==> src/rtl/mframe_sync_rx.sv <==
module mframe_sync_rx #(
  parameter int PREAMBLE_BYTES = 24,
  parameter int PAYLOAD_COUNT  = 84,
  parameter int LIMIT_W        = 16
) (
  input  logic               clk,
  input  logic               rst_n,
  input  logic               arm,
  input  logic               bit_valid,
  input  logic               bit_in,
  input  logic [7:0]         sync_a,
  input  logic [7:0]         sync_b,
  input  logic [LIMIT_W-1:0] search_limit,
  output logic               busy,
  output logic [7:0]         out_byte,
  output logic               out_valid,
  output logic               out_err,
  output logic               frame_done,
  output logic               sync_lost
);
  localparam int PRE_W = $clog2(PREAMBLE_BYTES + 1) + 1;
  localparam int PAY_W = $clog2(PAYLOAD_COUNT + 1) + 1;

  typedef enum logic [2:0] {S_IDLE, S_SKIP, S_HUNT, S_CHECK, S_DATA} state_t;
  state_t state;

  logic [15:0]        win;
  logic [2:0]         bit_cnt, shift_k, hk;
  logic [PRE_W-1:0]   skip_cnt;
  logic [LIMIT_W-1:0] scnt;
  logic [PAY_W-1:0]   pay_cnt;
  logic               lo_next, hi_err, hit;
  logic [3:0]         hi_nib;

  function automatic logic [7:0] pick(input logic [15:0] w, input logic [2:0] k);
    logic [15:0] t;
    t = w << k;
    return t[15:8];
  endfunction

  wire [15:0]      win_nx    = {win[14:0], bit_in};
  wire             byte_tick = bit_valid && (state != S_IDLE) && (bit_cnt == 3'd7);
  wire [7:0]       aligned   = pick(win_nx, shift_k);
  wire [LIMIT_W:0] scnt_nx   = {1'b0, scnt} + 1'b1;
  wire             expired   = scnt_nx >= {1'b0, search_limit};

  logic [3:0] nib;
  logic       nib_err;
  always_comb begin
    nib_err = 1'b0;
    for (int i = 0; i < 4; i++) begin
      nib[3-i] = aligned[7-2*i];
      if (aligned[7-2*i] == aligned[6-2*i]) nib_err = 1'b1;
    end
  end

  always_comb begin
    hit = 1'b0;
    hk  = '0;
    for (int k = 7; k >= 0; k--)
      if (pick(win_nx, 3'(k)) == sync_a) begin
        hit = 1'b1;
        hk  = 3'(k);
      end
  end

  assign busy = (state != S_IDLE);

  always_ff @(posedge clk or negedge rst_n) begin
    if (!rst_n) begin
      state      <= S_IDLE;
      win        <= '0;
      bit_cnt    <= '0;
      shift_k    <= '0;
      skip_cnt   <= '0;
      scnt       <= '0;
      pay_cnt    <= '0;
      lo_next    <= 1'b0;
      hi_err     <= 1'b0;
      hi_nib     <= '0;
      out_byte   <= '0;
      out_valid  <= 1'b0;
      out_err    <= 1'b0;
      frame_done <= 1'b0;
      sync_lost  <= 1'b0;
    end else begin
      out_valid  <= 1'b0;
      out_err    <= 1'b0;
      frame_done <= 1'b0;
      sync_lost  <= 1'b0;
      if (state == S_IDLE) begin
        if (arm) begin
          state    <= S_SKIP;
          bit_cnt  <= '0;
          skip_cnt <= '0;
          scnt     <= '0;
        end
      end else if (bit_valid) begin
        win     <= win_nx;
        bit_cnt <= bit_cnt + 3'd1;
      end
      if (byte_tick) begin
        case (state)
          S_SKIP: begin
            skip_cnt <= skip_cnt + 1'b1;
            if (skip_cnt == PRE_W'(PREAMBLE_BYTES)) state <= S_HUNT;
          end
          S_HUNT: begin
            scnt <= scnt_nx[LIMIT_W-1:0];
            if (hit) begin
              shift_k <= hk;
              state   <= S_CHECK;
            end else if (expired) begin
              sync_lost <= 1'b1;
              state     <= S_IDLE;
            end
          end
          S_CHECK: begin
            scnt <= scnt_nx[LIMIT_W-1:0];
            if (aligned == sync_b) begin
              state   <= S_DATA;
              pay_cnt <= PAY_W'(PAYLOAD_COUNT);
              lo_next <= 1'b0;
            end else if (expired) begin
              sync_lost <= 1'b1;
              state     <= S_IDLE;
            end else begin
              state <= S_HUNT;
            end
          end
          S_DATA: begin
            if (!lo_next) begin
              hi_nib  <= nib;
              hi_err  <= nib_err;
              lo_next <= 1'b1;
            end else begin
              lo_next   <= 1'b0;
              out_byte  <= {hi_nib, nib};
              out_err   <= hi_err | nib_err;
              out_valid <= 1'b1;
              if (pay_cnt == '0) begin
                frame_done <= 1'b1;
                state      <= S_IDLE;
              end else begin
                pay_cnt <= pay_cnt - 1'b1;
              end
            end
          end
          default: ;
        endcase
      end
    end
  end
endmodule

==> config.mk <==
export PLATFORM = sky130hd
export DESIGN_NAME = mframe_sync_rx
export DESIGN_NICKNAME = d
export VERILOG_FILES = /design/src/rtl/mframe_sync_rx.sv
export SDC_FILE = /design/constraint.sdc
export NUM_CORES = 1
export LEC_CHECK = 0
export BUFFER_PORTS_ARGS = -buffer_cell sky130_fd_sc_hd__buf_2
export CORE_UTILIZATION = 62
export CTS_BUF_LIST = sky130_fd_sc_hd__clkbuf_4 sky130_fd_sc_hd__clkbuf_8
export DETAILED_ROUTE_END_ITERATION = 10
export PLACE_DENSITY = 0.87
export SLEW_MARGIN = 20
export SYNTH_ARGS = -nofsm -noshare
export SYNTH_HDL_FRONTEND = slang
export SYNTH_SLANG_ARGS = --single-unit
==> constraint.sdc <==
create_clock -name clk -period 3.89 [get_ports clk]
set_input_delay 0.1945 -clock clk [delete_from_list [all_inputs] [get_ports clk]]
set_output_delay 0.1945 -clock clk [all_outputs]
set_load 0.005 [all_outputs]
==> Implementation_results.wiki <==
{| class="wikitable"
! Metric !! Value
|-
| Total grt overflow || 0
|-
| Final-report setup violation count || 0
|-
| Async SR Flop Fraction || 100%
|-
| Part of the cycle the worst path needs || 88.1%
|-
| Effective utilization at floorplan || 64.4%
|-
| Number of clock sinks || 72
|-
| Detail-routed via count per cell || 5.90
|-
| Flip-flop and latch count after synthesis || between 70 and 80
|-
| Cell taking the most area after synthesis || sky130_fd_sc_hd__dfrtp_1
|-
| Power density over the cells || 354 mW/mm2
|-
| Detailed Routing Iterations Pass 1 || 5
|-
| Total wire length after detailed routing || approximately 12,000 um
|-
| Endpoints failing hold || 0
|-
| Via count || 4,410
|-
| Clock latency of the later-clocked register in the worst-skew pair || 0.35 ns
|-
| PostCTS Resize Cnt || 0
|-
| Min Clock Period, post-route || 3.43 ns
|-
| Initial DRC Count || 234
|-
| Internal power consumption || 0.00146 W
|-
| Switching power || 0.000596 W
|-
| Part of the Yosys area used for sequential elements || 33.7%
|-
| Worst voltage drop across the vdd grid || 0.242 mV
|-
| Startpoint type of the worst setup path || flop
|-
| Leakage power figure || 2.72 nW
|-
| Root Driver || sky130_fd_sc_hd__clkbuf_8
|-
| Antenna Nets Post-Route || 0
|-
| Share of power burned in registers || roughly 44%
|-
| Number of max-slew violations in the final report || 0
|-
| Total number of H-tree levels || 3
|-
| Chip height || roughly 95 um
|-
| Required time of the worst setup path || 4.18 ns
|-
| Total setup buffers inserted after CTS || 0
|-
| Initial antenna violation count || 0
|-
| Count of mapped cells out of synthesis || 613
|-
| Boundary Pins || 50
|-
| Syn nets || 673
|-
| GR Util met1 || 34.7%
|-
| Run status || completed
|-
| Met3 Track Usage GR || 5.96%
|-
| Most common flop cell mapped by yosys || sky130_fd_sc_hd__dfrtp_1
|-
| Top-area cell type share of the netlist area || between 30% and 40%
|-
| Area of the placeable core || 0.00830 mm2
|-
| GRT Resource Usage Total || 28.0%
|-
| Ordered list of cells on the worst path || ha_1 -> nand3_1 -> nor2_1 -> and3_1 -> and3_1 -> nand3_1 -> nor2_1 -> xor2_1 -> ha_1 -> a21o_1 -> a21oi_1 -> nand2_1 -> a211oi_1 -> a31o_1
|-
| Total negative setup slack || 0 ns
|-
| Crit Path Category || reg2reg
|-
| Hold_buf cts || 1
|-
| Number of buffers inserted by port buffering || 49
|-
| Setup repair after global routing missed its margin || false
|-
| Clock tree from TritonCTS || done
|-
| Ant diodes || 0
|-
| Worst-Margin Slew || approximately 0.80 ns
|-
| Fraction of final layout cells with drive strength greater than 1 || between 10% and 20%
|-
| Standard-cell row count || 33
|-
| Mapped cell area || 0.00534 mm2
|-
| Distinct cell type count of the synthesized netlist || 56
|-
| Total number of yosys warnings || 0
|-
| Gpl congestion || 0.871
|-
| CTS Buffer Depth || 2
|-
| Nets || 698
|-
| Die area || 0.00899 mm2
|-
| Cells taking the most area after synthesis || sky130_fd_sc_hd__dfrtp_1 (34%), sky130_fd_sc_hd__xnor2_1 (11%), sky130_fd_sc_hd__nand2_1 (7.9%)
|-
| Count of flip-flops with a built-in enable after synthesis || 0
|-
| Worst path arrival time || 3.71 ns
|-
| Sort of element at the end of the critical path || flop
|-
| Slowest cell on crit path || sky130_fd_sc_hd__dfrtp_1
|-
| Clock Skews || 0.00947 ns
|-
| Routed wire per std cell || 15.6 um
|-
| Mean cell area of the mapped netlist || 8.72 um2
|-
| Clock share of power || 36.3%
|-
| Dominant cell by count in the synthesized netlist || sky130_fd_sc_hd__nand2_1
|-
| Floorplan die width || about 95 um
|-
| Critical Path Fanout Max || 6
|-
| Total of max-cap violations || 0
|-
| Area overhead of the layout relative to synthesis || 8.41%
|-
| DRC || 0
|-
| Max Freq || 292 MHz
|-
| Number of buffers created by CTS || 9
|-
| Most instantiated cells after synthesis || sky130_fd_sc_hd__nand2_1 (113), sky130_fd_sc_hd__dfrtp_1 (72), sky130_fd_sc_hd__xnor2_1 (67)
|-
| Fraction of power spent switching nets || 29.0%
|-
| HPWL after DPL || roughly 8400 um
|-
| Pin count of the biggest net entering global routing || 39
|-
| Slowest Stage Delay on Critical Path || ~0.44 ns
|-
| Vias in the first global route || about 4,300
|-
| Slew headroom || 46.7%
|-
| Post-CTS clock slew at the launch and capture registers of the worst setup and hold paths || roughly 0.070 ns
|-
| Met2 GRT Util || between 40% and 50%
|-
| Total power draw || ~0.0021 W
|-
| Combinational fraction of design power || 19.5%
|-
| Layer with the highest usage || met2
|-
| Path type of the worst min-delay path || in2reg
|-
| Wire length of the first global-routing pass || 19,700 um
|}
## metrics by stage
step                util (%)  hold slack, ns  std cells  cell area, um2  setup slack, ns
floorplan                  -          -0.101        613            5340            0.894
global placement        66.6           0.316        731            5530            0.715
detailed placement      66.6           0.317        731            5530            0.498
CTS                     69.8          0.0500        748            5790            0.481
global route            69.8          0.0581        748            5790            0.200
finish                  69.8          0.0540        748            5790            0.464
## kinds of logic (layout without fill, tap and decap cells)
kind of cell | count (synthesis) | in the layout | share of synthesized area (%)
and+or+nand+nor | 243 | 243 | 21.6
xor gates and xnor gates | 91 | 91 | 14.9
adders and majority gates | 23 | 23 | 5.39
buffers and inverters | 61 | 91 | 5.48
AOI/OAI and AO/OA | 91 | 91 | 11.8
DFF | 72 | 72 | 33.7
muxes | 32 | 32 | 7.09
## critical path: cells and delay by family (launching register included)
kind	cells	cell delay [ns]
adder cells (fa/ha/maj)	2	0.52
AO/OA/AOI/OAI	4	0.81
XOR/XNOR	1	0.20
flip-flops	1	0.44
AND/OR/NAND/NOR	7	1.41
## power groups by stage
stage               registers (W)  logic [W]  clock network, W
floorplan                0.000844   0.000376                 0
global placement         0.000913   0.000372                 0
detailed placement       0.000918   0.000396                 0
CTS                      0.000904   0.000402          0.000757
global route             0.000914   0.000449          0.000783
finish                   0.000906   0.000400          0.000745
## placed cells by master (no fill, tap or decap), types with 4 or more instances in the layout
cell type,instances
sky130_fd_sc_hd__nor4_1,4
sky130_fd_sc_hd__o22ai_1,5
sky130_fd_sc_hd__nand3_1,20
sky130_fd_sc_hd__or3_1,4
sky130_fd_sc_hd__dfrtp_1,72
sky130_fd_sc_hd__a21oi_1,12
sky130_fd_sc_hd__o21ai_1,10
sky130_fd_sc_hd__and2_1,5
sky130_fd_sc_hd__buf_2,49
sky130_fd_sc_hd__mux2i_1,14
sky130_fd_sc_hd__mux2_2,9
sky130_fd_sc_hd__and3_1,6
sky130_fd_sc_hd__ha_1,23
sky130_fd_sc_hd__nand4_1,23
sky130_fd_sc_hd__xnor2_1,67
sky130_fd_sc_hd__clkbuf_8,11
sky130_fd_sc_hd__nor2_1,38
sky130_fd_sc_hd__xor2_1,24
sky130_fd_sc_hd__a21o_1,6
sky130_fd_sc_hd__nor3_1,6
sky130_fd_sc_hd__o21ai_0,19
sky130_fd_sc_hd__a22oi_1,4
sky130_fd_sc_hd__nor2b_1,8
sky130_fd_sc_hd__inv_1,23
sky130_fd_sc_hd__o31ai_1,7
sky130_fd_sc_hd__nand2_1,113
sky130_fd_sc_hd__a22o_1,4
## final cells by class
cell class / instances / area (um2)
timing repair buffer: 52 / 270
fill: 625 / 2510
tap: 105 / 131
multi-input combinational: 480 / 3250
clock inverter: 5 / 103
inverter: 23 / 86.3
sequential: 72 / 1800
clock buffer: 11 / 151
## registers in the layout, summed over array words and instances (netlist names)
signal and cells:
lo_next 1, state 3, shift_k 3, out_valid 1, out_byte 8, out_err 1, pay_cnt 8, skip_cnt 6
hi_nib 4, win 15, bit_cnt 3, hi_err 1, scnt 16, frame_done 1, sync_lost 1
## path summary, 6_finish.rpt
| path | startpoint | end | slack [ns] | cells past startpoint |
|---|---|---|---|---|
| max in group asynchronous | rst_n | win[14]$_DFFE_PN0P_ | 2.40 | 3 |
| hold reg to reg | hi_nib[0]$_DFFE_PN0P_ | out_byte[4]$_DFFE_PN0P_ | 0.48 | 2 |
| setup reg to reg | scnt[0]$_DFF_PN0_ | state[1]$_DFF_PN0_ | 0.46 | 14 |
| setup / recovery | scnt[0]$_DFF_PN0_ | state[1]$_DFF_PN0_ | 0.46 | 14 |
| hold / removal | bit_in | win[0]$_DFFE_PN0P_ | 0.05 | 3 |
| min in group asynchronous | rst_n | scnt[1]$_DFF_PN0_ | 0.51 | 2 |
## layer usage
metal | routed length [um] | vias to the layer above | part of all wire, %
met1 | 5030 | 2112 | 43
met3 | 478 | 37 | 4.1
met4 | 325 | 0 | 2.8
met5 | 0 | - | 0
li1 | - | 2142 | -
met2 | 5800 | 119 | 50
Note: power is estimated with default switching activity, not from simulation.
